--- config.mk ---
export PLATFORM = sky130hd
export DESIGN_NAME = async_bus_master
export DESIGN_NICKNAME = d
export VERILOG_FILES = /design/src/rtl/abm_pkg.sv /design/src/rtl/abm_sync.sv /design/src/rtl/abm_ctrl.sv /design/src/rtl/abm_dpath.sv /design/src/rtl/async_bus_master.sv
export SDC_FILE = /design/constraint.sdc
export NUM_CORES = 1
export LEC_CHECK = 0
export ABC_CLOCK_PERIOD_IN_PS = 3900
export BUFFER_PORTS_ARGS = -buffer_cell sky130_fd_sc_hd__buf_2
export CAP_MARGIN = 40
export CORE_UTILIZATION = 52
export DETAILED_ROUTE_END_ITERATION = 10
export HOLD_SLACK_MARGIN = 0.06
export PLACE_DENSITY = 0.86
export SLEW_MARGIN = 10
export SYNTH_ARGS = -nofsm -noshare
export SYNTH_HDL_FRONTEND = slang
export SYNTH_SLANG_ARGS = --single-unit
--- constraint.sdc ---
create_clock -name clk -period 3.9 [get_ports clk]
set_input_delay 0.39 -clock clk [delete_from_list [all_inputs] [get_ports clk]]
set_output_delay 0.39 -clock clk [all_outputs]
set_load 0.05 [all_outputs]
--- src/rtl/abm_pkg.sv ---
package abm_pkg;

  typedef enum logic [3:0] {
    ST_IDLE,
    ST_S0,
    ST_S1,
    ST_S2,
    ST_WL,
    ST_WH,
    ST_S3,
    ST_S4,
    ST_S5,
    ST_REL
  } abm_state_e;

  localparam logic [1:0] ACK_NONE = 2'b00;

  // address strobe window: S1 up to and including S4
  function automatic logic as_window(input abm_state_e s);
    return (s == ST_S1) || (s == ST_S2) || (s == ST_WL) ||
           (s == ST_WH) || (s == ST_S3) || (s == ST_S4);
  endfunction

  // write data strobe window: S3 and S4 only
  function automatic logic late_ds_window(input abm_state_e s);
    return (s == ST_S3) || (s == ST_S4);
  endfunction

endpackage

--- src/rtl/abm_sync.sv ---
module abm_sync #(
  parameter int WIDTH  = 4,
  parameter int STAGES = 2
) (
  input  logic             clk,
  input  logic             rst,
  input  logic [WIDTH-1:0] d,
  output logic [WIDTH-1:0] q
);

  logic [STAGES-1:0][WIDTH-1:0] chain;

  always_ff @(posedge clk) begin
    if (rst) begin
      chain <= '0;
    end else begin
      chain[0] <= d;
      for (int i = 1; i < STAGES; i++) begin
        chain[i] <= chain[i-1];
      end
    end
  end

  assign q = chain[STAGES-1];

endmodule

--- src/rtl/abm_ctrl.sv ---
module abm_ctrl
  import abm_pkg::*;
(
  input  logic       clk,
  input  logic       rst,
  input  logic       req_valid,
  input  logic       req_write,
  input  logic [1:0] ack_code,
  input  logic       berr_s,
  input  logic       halt_s,
  output logic       req_ready,
  output logic       bus_clk,
  output logic       bus_as,
  output logic       bus_ds,
  output logic       bus_doe,
  output logic       load,
  output logic       ack_take,
  output logic       data_take,
  output logic       err_take,
  output logic       done
);

  abm_state_e state, state_d;
  logic       wr_q;
  logic       wr_n;

  always_comb begin
    state_d   = state;
    load      = 1'b0;
    ack_take  = 1'b0;
    data_take = 1'b0;
    err_take  = 1'b0;
    done      = 1'b0;
    case (state)
      ST_IDLE: begin
        // start only when the coming state is a high phase
        if (req_valid && !bus_clk) begin
          load    = 1'b1;
          state_d = ST_S0;
        end
      end
      ST_S0: state_d = ST_S1;
      ST_S1: state_d = ST_S2;
      ST_S2, ST_WH: begin
        if (berr_s) begin
          err_take = 1'b1;
          state_d  = ST_S5;
        end else if (ack_code != ACK_NONE) begin
          ack_take = 1'b1;
          state_d  = ST_S3;
        end else begin
          state_d = ST_WL;
        end
      end
      ST_WL: state_d = ST_WH;
      ST_S3: state_d = ST_S4;
      ST_S4: begin
        if (berr_s) begin
          err_take = 1'b1;
        end else if (!wr_q) begin
          data_take = 1'b1;
        end
        state_d = ST_S5;
      end
      ST_S5: begin
        done    = 1'b1;
        state_d = ST_REL;
      end
      ST_REL: begin
        if ((ack_code == ACK_NONE) && !berr_s && !halt_s) begin
          state_d = ST_IDLE;
        end
      end
      default: state_d = ST_IDLE;
    endcase
  end

  assign wr_n = load ? req_write : wr_q;

  always_ff @(posedge clk) begin
    if (rst) begin
      state     <= ST_IDLE;
      wr_q      <= 1'b0;
      bus_clk   <= 1'b0;
      bus_as    <= 1'b0;
      bus_ds    <= 1'b0;
      bus_doe   <= 1'b0;
      req_ready <= 1'b1;
    end else begin
      state     <= state_d;
      wr_q      <= wr_n;
      bus_clk   <= ~bus_clk;
      bus_as    <= as_window(state_d);
      bus_ds    <= wr_n ? late_ds_window(state_d) : as_window(state_d);
      bus_doe   <= wr_n & as_window(state_d);
      req_ready <= (state_d == ST_IDLE);
    end
  end

  p_clk_toggle_r2: assert property (@(posedge clk) disable iff (rst)
    $past(!rst) |-> (bus_clk != $past(bus_clk)));

  p_ds_needs_as_r3: assert property (@(posedge clk) disable iff (rst)
    bus_ds |-> bus_as);

  p_as_rise_low_r4: assert property (@(posedge clk) disable iff (rst)
    $rose(bus_as) |-> !bus_clk);

  p_sample_on_fall_r4: assert property (@(posedge clk) disable iff (rst)
    (ack_take || err_take || data_take) |-> bus_clk);

  p_ready_quiet_r11: assert property (@(posedge clk) disable iff (rst)
    req_ready |-> (!bus_as && !bus_ds && !bus_doe));

endmodule

--- src/rtl/abm_dpath.sv ---
module abm_dpath #(
  parameter int ADDR_W = 24,
  parameter int DATA_W = 16
) (
  input  logic              clk,
  input  logic              rst,
  input  logic              load,
  input  logic [ADDR_W-1:0] req_addr,
  input  logic [1:0]        req_size,
  input  logic              req_write,
  input  logic [DATA_W-1:0] req_wdata,
  input  logic              ack_take,
  input  logic [1:0]        ack_code,
  input  logic              data_take,
  input  logic [DATA_W-1:0] bus_din,
  input  logic              err_take,
  input  logic              done,
  input  logic              bus_as,
  output logic [ADDR_W-1:0] bus_addr,
  output logic [1:0]        bus_siz,
  output logic              bus_rw,
  output logic [DATA_W-1:0] bus_dout,
  output logic              rsp_valid,
  output logic [DATA_W-1:0] rsp_rdata,
  output logic [1:0]        rsp_port,
  output logic              rsp_err
);

  logic [DATA_W-1:0] rdata_q;
  logic [1:0]        port_q;
  logic              err_q;

  always_ff @(posedge clk) begin
    if (rst) begin
      bus_addr <= '0;
      bus_siz  <= '0;
      bus_rw   <= 1'b1;
      bus_dout <= '0;
      rdata_q  <= '0;
      port_q   <= '0;
      err_q    <= 1'b0;
    end else begin
      if (load) begin
        bus_addr <= req_addr;
        bus_siz  <= req_size;
        bus_rw   <= ~req_write;
        bus_dout <= req_wdata;
        rdata_q  <= '0;
        port_q   <= '0;
        err_q    <= 1'b0;
      end
      if (ack_take)  port_q  <= ack_code;
      if (data_take) rdata_q <= bus_din;
      if (err_take)  err_q   <= 1'b1;
    end
  end

  always_ff @(posedge clk) begin
    if (rst) begin
      rsp_valid <= 1'b0;
      rsp_rdata <= '0;
      rsp_port  <= '0;
      rsp_err   <= 1'b0;
    end else begin
      rsp_valid <= done;
      if (done) begin
        rsp_rdata <= err_q ? '0 : rdata_q;
        rsp_port  <= err_q ? 2'b00 : port_q;
        rsp_err   <= err_q;
      end
    end
  end

  p_addr_stable_r12: assert property (@(posedge clk) disable iff (rst)
    (bus_as && $past(bus_as)) |->
      ($stable(bus_addr) && $stable(bus_siz) && $stable(bus_rw) && $stable(bus_dout)));

  p_rsp_single_r6: assert property (@(posedge clk) disable iff (rst)
    rsp_valid |=> !rsp_valid);

  p_err_clean_r8: assert property (@(posedge clk) disable iff (rst)
    (rsp_valid && rsp_err) |-> ((rsp_port == 2'b00) && (rsp_rdata == '0)));

endmodule

--- src/rtl/async_bus_master.sv ---
module async_bus_master #(
  parameter int ADDR_W      = 24,
  parameter int DATA_W      = 16,
  parameter int SYNC_STAGES = 2
) (
  input  logic              clk,
  input  logic              rst,
  input  logic              req_valid,
  output logic              req_ready,
  input  logic              req_write,
  input  logic [ADDR_W-1:0] req_addr,
  input  logic [1:0]        req_size,
  input  logic [DATA_W-1:0] req_wdata,
  output logic              rsp_valid,
  output logic [DATA_W-1:0] rsp_rdata,
  output logic [1:0]        rsp_port,
  output logic              rsp_err,
  output logic              bus_clk,
  output logic [ADDR_W-1:0] bus_addr,
  output logic [1:0]        bus_siz,
  output logic              bus_rw,
  output logic              bus_as,
  output logic              bus_ds,
  output logic [DATA_W-1:0] bus_dout,
  output logic              bus_doe,
  input  logic [DATA_W-1:0] bus_din,
  input  logic [1:0]        bus_dsack,
  input  logic              bus_berr,
  input  logic              bus_halt
);

  localparam int TERM_W = 4;

  logic [TERM_W-1:0] term_raw, term_s;
  logic [1:0]        ack_code;
  logic              berr_s, halt_s;
  logic              load, ack_take, data_take, err_take, done;

  assign term_raw = {bus_dsack, bus_berr, bus_halt};
  assign ack_code = term_s[3:2];
  assign berr_s   = term_s[1];
  assign halt_s   = term_s[0];

  abm_sync #(
    .WIDTH  (TERM_W),
    .STAGES (SYNC_STAGES)
  ) u_sync (
    .clk (clk),
    .rst (rst),
    .d   (term_raw),
    .q   (term_s)
  );

  abm_ctrl u_ctrl (
    .clk       (clk),
    .rst       (rst),
    .req_valid (req_valid),
    .req_write (req_write),
    .ack_code  (ack_code),
    .berr_s    (berr_s),
    .halt_s    (halt_s),
    .req_ready (req_ready),
    .bus_clk   (bus_clk),
    .bus_as    (bus_as),
    .bus_ds    (bus_ds),
    .bus_doe   (bus_doe),
    .load      (load),
    .ack_take  (ack_take),
    .data_take (data_take),
    .err_take  (err_take),
    .done      (done)
  );

  abm_dpath #(
    .ADDR_W (ADDR_W),
    .DATA_W (DATA_W)
  ) u_dpath (
    .clk       (clk),
    .rst       (rst),
    .load      (load),
    .req_addr  (req_addr),
    .req_size  (req_size),
    .req_write (req_write),
    .req_wdata (req_wdata),
    .ack_take  (ack_take),
    .ack_code  (ack_code),
    .data_take (data_take),
    .bus_din   (bus_din),
    .err_take  (err_take),
    .done      (done),
    .bus_as    (bus_as),
    .bus_addr  (bus_addr),
    .bus_siz   (bus_siz),
    .bus_rw    (bus_rw),
    .bus_dout  (bus_dout),
    .rsp_valid (rsp_valid),
    .rsp_rdata (rsp_rdata),
    .rsp_port  (rsp_port),
    .rsp_err   (rsp_err)
  );

endmodule

# Word-level counts from Yosys, hierarchy flattened
# Index checks and enable logic that the tools add are counted.
[word_totals]
input_bits = 66
out_inout_bits = 68
word_cells = 85
regBits = 100
[op_classes]
eq_ne = 15
muxes = 26
reduce_logical = 21
n_bitwise = 3
[op_table]
columns = ["cell", "count"]
rows = [
  ["16-bit two-way mux", 3],
  ["4-bit case mux with 9 select lines", 1],
  ["4-bit by 3-bit equality test with 1-bit output, second input constant", 8],
  ["4-bit by 2-bit equality test with 1-bit output, second input constant", 4],
  ["1-bit two-way mux", 15],
  ["4-bit two-way mux", 3],
  ["4-bit equality test, second input constant", 2],
  ["4-bit zero test", 2],
  ["2-bit two-way mux", 4],
  ["2-bit nonzero test", 4],
  ["1-bit logical OR", 6],
  ["4-bit by 1-bit equality test with 1-bit output, second input constant", 1],
  ["1-bit logical AND", 3],
  ["1-bit zero test", 3],
  ["3-bit OR reduction", 1],
  ["2-bit zero test", 1],
  ["1-bit inverter", 2],
  ["2-bit OR reduction", 1],
  ["1-bit AND", 1],
]

# Longest topological paths before layout
# Gate-level depths: netlist of the first run.
[logic_depth]
depth_word = 12
mapped_depth = 7
mapped_depth_nobuf = 4

# By module
# A second synthesis of the first run with hierarchy kept.
[unflattened]
cells_unflattened = 392
area_unflattened_um2 = 3938.8
[by_module_without_submodules]
columns = ["mod", "seq_area_each_um2", "instances", "cells_each", "area_per_inst_um2"]
rows = [
  ["abm_dpath", 1641.6, 1, 310, 3146.8],
  ["abm_ctrl", 200.2, 1, 62, 551.8],
  ["abm_sync", 160.2, 1, 20, 240.2],
]

# Worst setup path after synthesis of the first run
# Ideal clock, no wire load.
[synth_path]
kind = "register to register"
from = "reg u_ctrl.bus_clk"
to = "reg u_dpath.err_q"
n_path_buf = 1
period_less_slack_ns = 1.522
stages_incl_launch_ff = 6
required_ns = 3.772
setup_slack_ns = 2.378
setup_ns = 0.128
t_arrival_ns = 1.395
cell_sequence = "dfxtp_1 > nor4b_2 > nand2_1 > clkbuf_1 > a21oi_1 > nor2_1"
[synth_between]
elab_chain_cells = 5
[synth_lines]
columns = ["item", "line_no", "source"]
rows = [
  ["start, declared", "abm_ctrl.sv:12", "output logic bus_clk,"],
  ["start signal, assigned", "abm_ctrl.sv:92", "bus_clk <= ~bus_clk;"],
  ["1-bit zero test", "abm_ctrl.sv:37", "if (req_valid && !bus_clk) begin"],
  ["1-bit logical AND", "abm_ctrl.sv:37", ""],
  ["1-bit two-way mux", "abm_ctrl.sv:37", ""],
  ["1-bit two-way mux", "abm_ctrl.sv:34", "case (state)"],
  ["2-bit nonzero test (no source line)", "-", ""],
  ["end signal, assigned", "abm_dpath.sv:41", "err_q <= 1'b0;"],
  ["end signal, assigned", "abm_dpath.sv:50", "err_q <= 1'b0;"],
  ["end signal, assigned", "abm_dpath.sv:54", "if (err_take) err_q <= 1'b1;"],
  ["end, declared", "abm_dpath.sv:31", "logic err_q;"],
]
# Every way passes these cells.
# A chain may end at the register's enable or synchronous reset.

# Worst setup path in the final report of the first run
[layout_path]
from = "reg u_ctrl.state[3]"
to = "reg u_ctrl.bus_ds"
[layout_between]
elab_chain_cells = 10
word_cells_on_any_way = 29
classes_between = "15 x eq/ne; 6 x mux; 8 x reduce/logical"
[layout_lines]
columns = ["item", "line_no", "source"]
rows = [
  ["start, declared", "abm_ctrl.sv:23", "abm_state_e state, state_d;"],
  ["start signal, assigned", "abm_ctrl.sv:90", "state <= state_d;"],
  ["4-bit by 2-bit equality test with 1-bit output or 4-bit by 3-bit equality test with 1-bit output (tied branches)", "abm_ctrl.sv:34", ""],
  ["2-bit OR reduction", "abm_ctrl.sv:34", ""],
  ["4-bit case mux with 9 select lines", "abm_ctrl.sv:34", ""],
  ["4-bit by 2-bit equality test with 1-bit output", "abm_pkg.sv:20", "return (s == ST_S1) || (s == ST_S2) || (s == ST_WL) ||"],
  ["1-bit logical OR (3 in a row)", "abm_pkg.sv:20", ""],
  ["1-bit logical OR (2 in a row)", "abm_pkg.sv:21", "(s == ST_WH) || (s == ST_S3) || (s == ST_S4);"],
  ["1-bit two-way mux *", "abm_ctrl.sv:94", "bus_ds <= wr_n ? late_ds_window(state_d) : as_window(state_d);"],
  ["end signal, assigned", "abm_ctrl.sv:94", ""],
  ["end, declared", "abm_ctrl.sv:14", "output logic bus_ds,"],
]
# Mark *: on every way between the ends. The rest lies on a longest branch, timed or not.

==> results_dict.tcl, run 1 <==
set metrics [dict create \
    buffer_ports.inserted 133 \
    place.gp.congestion 0.828 \
    synthMostInstantiatedCell "nand2_1" \
    comb_power_share 0.172 \
    predominant_post_synthesis_flop_cell "dfxtp_1" \
    cts_htree_levels 3 \
    final_min_period_over_clock_period 0.540 \
    pin_count_of_the_biggest_net_entering_global_routing 54 \
    setup-violations-final 0 \
    die_width_um 85.8 \
    synth-async-reset-ratio 0 \
    timing.critical_path.from_type "flip-flop" \
    drt-pass1-iter-count 5 \
    initial_core_util 0.537 \
    internal_power_consumption_mw 1.40 \
    power_frac_seq 0.542 \
    final.min_clock_period_ns 2.10 \
    core_mm2 0.00679 \
    worstMarginPinSlew_ns 0.858 \
    syn-instance-count 425 \
    crit_required_ns 4.20 \
    drive_gt1_frac 0.305 \
    number_of_nets_with_antenna_violations_after_routing 0 \
    arrival_ns 2.40 \
    ir_worst_vdd_v 0.000304 \
    met3_wirelength_um 505 \
    slowest_delay_ns 0.47 \
    grt_antenna_before_repair 0 \
    detail_route.wl_per_cell_um 12.3 \
    routed_via_density 5.00 \
    fmax_ghz 0.475 \
    max_cap_viol_count 0 \
    post_dp_cell_area_mm2 0.00431 \
    cts_hold_buffers 0 \
    clock_sinks 100 \
    worstSetupPathType "reg2reg" \
    top_level_ports 134 \
    hold_violations 0 \
    yosysTopAreaCellShare 0.549 \
    synth.cells.most_frequent "126 x nand2_1, 100 x dfxtp_1, 83 x a21oi_1" \
    power.density_cell_area_mw_per_mm2 450 \
    post-synth-top-area-cell "dfxtp_1" \
    timing.max_slew.rel_slack 0.424 \
    ys_seq_elements 100 \
    post_synth_main_area_contributors "dfxtp_1 55%, nand2_1 13%, a21oi_1 11%, nand3b_1 3.7%, nand3_2 2.7%" \
    timing.final.max_slew_violations 0 \
    rows 30 \
    power.net_switching_uw 619 \
    count_of_flip_flops_with_a_built_in_enable_after_synthesis 0 \
    grt_remaining_overflow 0 \
    run_status "finished clean" \
    clock_insertion_delay_worst_skew_ns 0.35 \
    post-route-util 0.659 \
    postCtsSetupRepairBufs 0 \
    route.final.wire_length_mm 7.87 \
    power.share.clock 0.286 \
    synth_area_per_cell_um2 8.59 \
    synthesis.area_mm2 0.00365 \
    cts_inserted_buffers 9 \
    setup.worst_path.end_class "flip-flop" \
    fin_tns_setup_ns 0 \
    p_sw_frac 0.307 \
    drt-initial-drc-count 112 \
    clockBufferDepth 2 \
    floorplan.die_area_mm2 0.00736 \
    grt_first_pass_wirelength_mm 12.8 \
    synth_cell_type_count 31 \
    post_cts.resized_instances 0 \
    finalNetCount 605 \
    critical_path.cell_chain "nor4b_2 -> nand2_2 -> buf_12 -> a21boi_1 -> o21a_1" \
    clk_pin_slew_ns 0.09 \
    drt-met1-wl_mm 3.47 \
    post-route-drc-count 0 \
    type_of_the_worst_min_delay_path "in2reg" \
    root_buffer "clkbuf_8" \
    fin_area_mm2 0.00448 \
    grt_setup_unrepaired "no" \
    wl_met2_mm 3.81 \
    final.setup_skew_ns 0.00886 \
    routed-via-count 3197 \
    route.top_layer_used "met4" \
    antenna_cells_inserted 0 \
    hpwl_mm 5.41 \
    ys.warnings.count 0 \
    leakagePower_nw 1.86 \
    cp_slowest_cell "dfxtp_1" \
    worst-path-max-fanout 32 \
    synthesis_to_finish_area_growth_pct 22.6 \
    clock_tree_from_tritoncts "built" \
    postSynthNetCount 491 \
    hold-worst-slack_ns 0.249 \
    grt_use_total 0.219 \
    synth_seq_area_share 0.549 \
    floorplan.die.height_um 85.8 \
    grt_pass1_vias 2920 \
]
[state kept, by name, summed over array words and instances (netlist names), 2 cells and up]
name,count
u_dpath.bus_addr,24
u_dpath.bus_dout,16
u_dpath.rdata_q,16
u_dpath.rsp_rdata,16
u_ctrl.state,4
u_sync.chain,4
u_sync.q,4
u_dpath.bus_siz,2
u_dpath.port_q,2
u_dpath.rsp_port,2
[layout make-up]
type	count	area, µm²
fillers	596	2320
clock buffers	11	131
flip-flops and latches	100	2000
well taps	96	120
clock inverters	5	36.3
repair buffers	136	701
multi-input cells	292	1490
[critical path, delay by kind of cell (launching register included)]
family / cells / cell delay (ns)
AO/OA/AOI/OAI: 2 / 0.40
flip-flops: 1 / 0.47
AND/OR/NAND/NOR: 2 / 0.85
buffers and inverters: 1 / 0.33
[cells by family after synthesis]
| kind of cell | after synthesis | share of synthesized area |
|---|---|---|
| compound gates | 92 | 0.132 |
| xor+xnor | 1 | 0.00240 |
| buf+inv | 33 | 0.0453 |
| flops | 100 | 0.549 |
| mux | 1 | 0.00274 |
| simple gates | 198 | 0.269 |
[path summary, 6_finish.rpt]
check,startpoint,endpoint,slack [ns],cells past startpoint
setup reg to reg,u_ctrl.state[3],u_ctrl.bus_ds,1.80,5
hold reg to reg,u_dpath.rsp_rdata[13],u_dpath.rsp_rdata[13],0.45,2
hold / removal,bus_halt,u_sync.chain[0],0.25,2
setup / recovery,u_ctrl.state[3],u_ctrl.bus_ds,1.80,5
[layer usage]
metal | GRT usage | vias up
met4 | 0.0818 | 0
met5 | 0 | -
met1 | 0.249 | 1453
met2 | 0.393 | 104
met3 | 0.0568 | 8
li1 | - | 1632
[through the flow]
| step | setup WS, ns | std cells | power [mW] |
|---|---|---|---|
| 2_1_floorplan | 2.38 | 425 | 1.37 |
| 3_3_place_gp | 1.64 | 623 | 1.45 |
| 3_5_place_dp | 1.81 | 624 | 1.46 |
| 4_1_cts | 1.77 | 640 | 2.03 |
| 5_1_grt | 1.61 | 640 | 2.10 |
| 6_report | 1.80 | 640 | 2.01 |
[power groups by stage]
stage / logic [mW] / registers (mW) / clock network [mW]
floorplan: 0.128 / 1.24 / 0
global placement: 0.336 / 1.11 / 0
detailed placement: 0.347 / 1.12 / 0
CTS: 0.348 / 1.09 / 0.589
global route: 0.370 / 1.10 / 0.632
finish: 0.345 / 1.09 / 0.576
[placed cells by master (no fill, tap or decap), types with 3 or more instances in the layout]
cell type   instances
clkbuf_8            9
clkinvlp_4          3
nand2_1           125
nand3b_1           18
dfxtp_1           100
a21oi_1            83
buf_2             133
nand3_1            12
nor2b_1             9
nor2_1              8
nand2b_1            3
nand3_2            10
No activity file was read; power rests on OpenSTA's default activity.
==> run 2, diff against run 1 <==
--- a/config.mk
+++ b/config.mk
@@ -5,13 +5,13 @@
 export SDC_FILE = /design/constraint.sdc
 export NUM_CORES = 1
 export LEC_CHECK = 0
-export ABC_CLOCK_PERIOD_IN_PS = 3900
+export ABC_CLOCK_PERIOD_IN_PS = 2000
 export BUFFER_PORTS_ARGS = -buffer_cell sky130_fd_sc_hd__buf_2
 export CAP_MARGIN = 40
-export CORE_UTILIZATION = 52
+export CORE_UTILIZATION = 49
 export DETAILED_ROUTE_END_ITERATION = 10
 export HOLD_SLACK_MARGIN = 0.06
-export PLACE_DENSITY = 0.86
+export PLACE_DENSITY = 0.82
 export SLEW_MARGIN = 10
 export SYNTH_ARGS = -nofsm -noshare
 export SYNTH_HDL_FRONTEND = slang
==> constraint.sdc (replaced) <==
create_clock -name clk -period 2 [get_ports clk]
set_input_delay 0.2 -clock clk [delete_from_list [all_inputs] [get_ports clk]]
set_output_delay 0.2 -clock clk [all_outputs]
set_load 0.05 [all_outputs]
==> run 2 against run 1 <==
Against the previous run:
- cell count is 7.0% higher
- final area is 10% higher
- routed wire length is 16% higher
- total power is 110% higher
- sequential power is 95% higher
- clock power is 130% higher
- via count is 8.1% higher
- largest power group unchanged
==> results_dict.tcl, run 2 (same netlist as run 1, synthesis figures left out) <==
set metrics [dict create \
    clock_tree_from_tritoncts "built" \
    dpl_worst_slack_ns 0.347 \
    place.gp.congestion 0.855 \
    grt_antenna_before_repair 0 \
    drt-initial-drc-count 150 \
    drive_gt1_frac 0.297 \
    drt-pass1-iter-count 4 \
    detail_route.wl_per_cell_um 13.3 \
    pin_count_of_the_biggest_net_entering_global_routing 47 \
    floorplan.die_area_mm2 0.00780 \
    timing.final.max_slew_violations 0 \
    rows 31 \
    number_of_nets_with_antenna_violations_after_routing 0 \
    register_with_the_most_flip_flops "u_dpath.bus_addr" \
    final_common_cell "buf_2" \
    routed-via-count 3455 \
    worst-path-max-fanout 28 \
    max_cap_viol_count 0 \
    final.min_clock_period_ns 1.74 \
    route.final.wire_length_mm 9.11 \
    worstMarginPinSlew_ns 0.659 \
    arrival_ns 1.97 \
    post-route-drc-count 0 \
    fillers 568 \
    clock_insertion_delay_worst_skew_ns 0.36 \
    cts_htree_levels 3 \
    top_level_ports 134 \
    worstSetupPathType "reg2reg" \
    crit_required_ns 2.23 \
    critical_path.cell_chain "nor4b_2 -> nand2_2 -> buf_4 -> nand2_1 -> a21oi_1" \
    clk_pin_slew_ns 0.10 \
    synthesis_to_finish_area_growth_pct 35.1 \
    post_cts.resized_instances 0 \
    grt_use_total 0.243 \
    fmax_ghz 0.573 \
    setup.worst_path.end_class "flip-flop" \
    grt_first_pass_wirelength_mm 14.7 \
    routed_via_density 5.04 \
    grt_setup_unrepaired "no" \
    multi_input_area_mm2 0.00149 \
    floorplan.die.height_um 88.3 \
    root_buffer "clkbuf_8" \
    timing.critical_path.from_type "flip-flop" \
    rrSetupSlack_ns 0.26 \
    cp_slowest_cell "nor4b_2" \
    final.setup_skew_ns 0.0101 \
    core_mm2 0.00721 \
    layout_common_cells "133 x buf_2, 125 x nand2_1, 100 x dfxtp_1" \
    power.density_cell_area_mw_per_mm2 852 \
    worst_path_setup_slack_after_routing_ns 0.256 \
    leakagePower_nw 2.07 \
    finalNetCount 647 \
    timing.max_slew.rel_slack 0.560 \
    fin_tns_setup_ns 0 \
    seqCellArea_mm2 0.00200 \
    type_of_the_worst_min_delay_path "in2reg" \
    cts_inserted_buffers 9 \
    run_status "finished clean" \
    slowest_delay_ns 0.44 \
    hpwl_mm 5.53 \
    grt_remaining_overflow 0 \
    grt_pass1_vias 3245 \
    hold_violations 0 \
    setup-violations-final 0 \
    buffer_ports.inserted 133 \
    ir_worst_vdd_v 0.000651 \
    clock_sinks 100 \
    largest_register_ff_count 24 \
    final_min_period_over_clock_period 0.872 \
    antenna_cells_inserted 0 \
    initial_core_util 0.506 \
    clockBufferDepth 2 \
    die_width_um 88.3 \
]
-- run 2: final timing paths --
check | end | depth (start not counted) | startpoint
worst max register to register | u_dpath.bus_addr[11] | 5 | u_ctrl.state[0]
worst max-delay path | u_dpath.bus_addr[11] | 5 | u_ctrl.state[0]
worst min register to register | u_sync.q[1] | 1 | u_sync.chain[1]
worst min-delay path | u_sync.chain[3] | 2 | bus_dsack[1]
-- run 2: layout make-up --
cell class,count,share of cell area
flip-flops and latches,100,0.406
multi-input cells,292,0.301
repair buffers,178,0.227
clock buffers,9,0.0251
well taps,99,0.0251
clock inverters,7,0.0160
-- run 2: worst max-delay path, delay by kind of cell (launching register included) --
kind | cells | cell delay, ns
buf+inv | 1 | 0.30
flops | 1 | 0.43
simple gates | 3 | 0.80
compound gates | 1 | 0.09
-- run 2: repair_timing --
item,CTS,global route
hold buffers,36,0
endpoints found under the hold margin,36,0
setup buffers,0,0
-- run 2: metrics by stage --
stage / hold slack, ns / utilization / power, mW / instances / instance area, µm²
finish: 0.0575 / 0.684 / 4.20 / 685 / 4930
global route: 0.0668 / 0.684 / 4.38 / 685 / 4930
CTS: 0.0601 / 0.684 / 4.22 / 685 / 4930
detailed placement: 0.416 / 0.606 / 2.86 / 633 / 4370
global placement: 0.417 / 0.606 / 2.85 / 633 / 4370
floorplan: 0.328 / - / 2.67 / 425 / 3650
-- run 2: layer usage --
layer,vias up,wire length [µm],GRT usage
met1,1574,3780,0.291
met4,0,239,0.116
met5,-,0,0
met3,20,670,0.0616
met2,140,4420,0.407
li1,1721,-,-
-- run 2: power by group --
group          total, mW  switching (mW)  internal (mW)
logic              0.752           0.509          0.243
registers           2.13          0.0552           2.08
clock network       1.32           0.721          0.597
==> run 3, diff against run 2 <==
--- a/config.mk
+++ b/config.mk
@@ -8,10 +8,11 @@
 export ABC_CLOCK_PERIOD_IN_PS = 2000
 export BUFFER_PORTS_ARGS = -buffer_cell sky130_fd_sc_hd__buf_2
 export CAP_MARGIN = 40
-export CORE_UTILIZATION = 49
+export CORE_UTILIZATION = 51
+export CTS_BUF_LIST = sky130_fd_sc_hd__clkbuf_4
 export DETAILED_ROUTE_END_ITERATION = 10
 export HOLD_SLACK_MARGIN = 0.06
-export PLACE_DENSITY = 0.82
+export PLACE_DENSITY = 0.85
 export SLEW_MARGIN = 10
 export SYNTH_ARGS = -nofsm -noshare
 export SYNTH_HDL_FRONTEND = slang
==> run 3 against run 2 <==
Against the previous run:
- sequential cell count unchanged
- cell count increased by 3.6%
- final area increased by 4.0%
- register-to-register slack improved by 0.07 ns
- clock skew increased by 0.0080 ns
- total power decreased by 6.8%
- hold slack improved by 0.088 ns
- clock-buffer cell count unchanged
- via count increased by 4.5%
- maximum frequency increased by 4.4%
- sequential power about the same
- critical path type unchanged
- largest cell class unchanged
- largest power group unchanged
==> results_dict.tcl, run 3 (same netlist as run 1, synthesis figures left out) <==
set metrics [dict create \
    initial_core_util 0.531 \
    final.min_clock_period_ns 1.67 \
    setup.worst_path.end_class "flip-flop" \
    rows 30 \
    fmax_ghz 0.598 \
    setup.worst_path.start "u_ctrl.state[0]" \
    worstSetupPathType "reg2reg" \
    ff2ff_path_depth 5 \
    p_sw_frac 0.326 \
    grt_first_pass_wirelength_mm 15.7 \
    postCtsSetupRepairBufs 0 \
    post-route-drc-count 0 \
    arrival_ns 1.98 \
    total_power_mw 3.92 \
    max_cap_viol_count 0 \
    hold_violations 0 \
    grt_antenna_before_repair 0 \
    grt_setup_unrepaired "no" \
    drt-pass1-iter-count 4 \
    grt_use_total 0.267 \
    final.setup_skew_ns 0.0180 \
    internal_power_consumption_mw 2.64 \
    grt_pass1_vias 3490 \
    timing.rr.end "u_dpath.rsp_port[0]" \
    number_of_nets_with_antenna_violations_after_routing 0 \
    crit-reg2reg-launch "u_ctrl.state[0]" \
    post-route-util 0.746 \
    timing.critical_path.to "u_dpath.rsp_port[0]" \
    cts_htree_levels 3 \
    crit_required_ns 2.31 \
    clk_pin_slew_ns 0.15 \
    worstMarginPinSlew_ns 0.679 \
    top_level_ports 134 \
    run_status "finished clean" \
    power_frac_seq 0.544 \
    die_width_um 86.6 \
    timing.critical_path.from_type "flip-flop" \
    comb_power_share 0.207 \
    antenna_cells_inserted 0 \
    detail_route.wl_per_cell_um 14.0 \
    rrSetupSlack_ns 0.33 \
    clock_insertion_delay_worst_skew_ns 0.44 \
    cts_inserted_buffers 9 \
    type_of_the_worst_min_delay_path "in2reg" \
    fillers 503 \
    floorplan.die_area_mm2 0.00750 \
    root_buffer "clkbuf_4" \
    post_cts.resized_instances 0 \
    clock_tree_from_tritoncts "built" \
    clock_sinks 100 \
    cts_hold_buffers 62 \
    power.share.clock 0.249 \
    critPathMostFrequentCell "nand2_1" \
    setup-violations-final 0 \
    synthesis_to_finish_area_growth_pct 40.5 \
    buffer_ports.inserted 133 \
    critical_path.cell_chain "buf_4 -> nor3_2 -> nand2_1 -> nand2_1 -> a21oi_1" \
    power.density_cell_area_mw_per_mm2 764 \
    worst_path_setup_slack_after_routing_ns 0.329 \
    clockBufferDepth 2 \
    hold_start "req_write" \
    layout_common_cells "133 x buf_2, 125 x nand2_1, 100 x dfxtp_1" \
    power.net_switching_mw 1.28 \
    drt-initial-drc-count 175 \
    fin_tns_setup_ns 0 \
    timing.max_slew.rel_slack 0.546 \
    routed_via_density 5.09 \
    routed-via-count 3612 \
    core_mm2 0.00687 \
    dpl_worst_slack_ns 0.328 \
    route.final.wire_length_mm 9.92 \
    worst-path-max-fanout 20 \
    post_dp_cell_area_mm2 0.00438 \
    largest_register_ff_count 24 \
    timing.final.max_slew_violations 0 \
    place.gp.congestion 0.857 \
    ir_worst_vdd_v 0.000584 \
    floorplan.die.height_um 86.6 \
    cp_slowest_cell "nand2_1" \
    leakagePower_nw 2.15 \
    hpwl_mm 5.62 \
    finalNetCount 675 \
    grt_remaining_overflow 0 \
    final_min_period_over_clock_period 0.836 \
    final_common_cell "buf_2" \
    pin_count_of_the_biggest_net_entering_global_routing 42 \
    fin_area_mm2 0.00513 \
    register_with_the_most_flip_flops "u_dpath.bus_addr" \
    drive_gt1_frac 0.285 \
    slowest_delay_ns 0.47 \
]
-- run 3: cell types whose count changed in the layout (fill, tap and decap cells not counted), sizes merged --
cell	delta
clkinv	+2
bufinv	-1
inv	-1
buf	+2
dlygate4sd3	+26
-- run 3: power groups by stage --
stage	combinational, mW	clock [mW]	sequential [mW]
floorplan	0.250	0	2.42
global placement	0.688	0	2.17
detailed placement	0.698	0	2.17
CTS	0.791	0.986	2.13
global route	0.859	1.08	2.14
finish	0.811	0.974	2.13
-- run 3: final cells by class --
class | count | area, µm² | area share
sequential | 100 | 2000 | 0.390
multi-input combinational | 292 | 1490 | 0.290
clock buffer | 9 | 67.6 | 0.0132
clock inverter | 7 | 58.8 | 0.0115
tap | 96 | 120 | 0.0234
timing repair buffer | 206 | 1390 | 0.272
-- run 3: worst min path at each step --
stage	depth (start not counted)	endpoint
2_1_floorplan	1	u_sync.chain[0]
3_3_place_gp	2	u_sync.chain[2]
3_5_place_dp	2	u_sync.chain[3]
4_1_cts	4	u_dpath.bus_rw
5_1_grt	5	u_ctrl.state[0]
6_report	4	u_dpath.bus_rw
-- run 3: stage by stage --
step                hold slack (ns)  cells
floorplan                     0.328    425
global placement              0.414    632
detailed placement            0.419    632
CTS                           0.125    710
global route                  0.152    710
finish                        0.146    710
-- run 3: critical path, delay by kind of cell, from the launching register on --
family          cells  cell delay, ns
buf+inv             1            0.16
compound gates      1            0.08
flops               1            0.35
simple gates        3            0.97
-- run 3: routing by layer --
metal,vias up,routed length [µm],track usage
li1,1777,-,-
met1,1634,4050,0.312
met2,173,4880,0.457
met3,28,733,0.0648
met4,0,252,0.132
met5,-,0,0
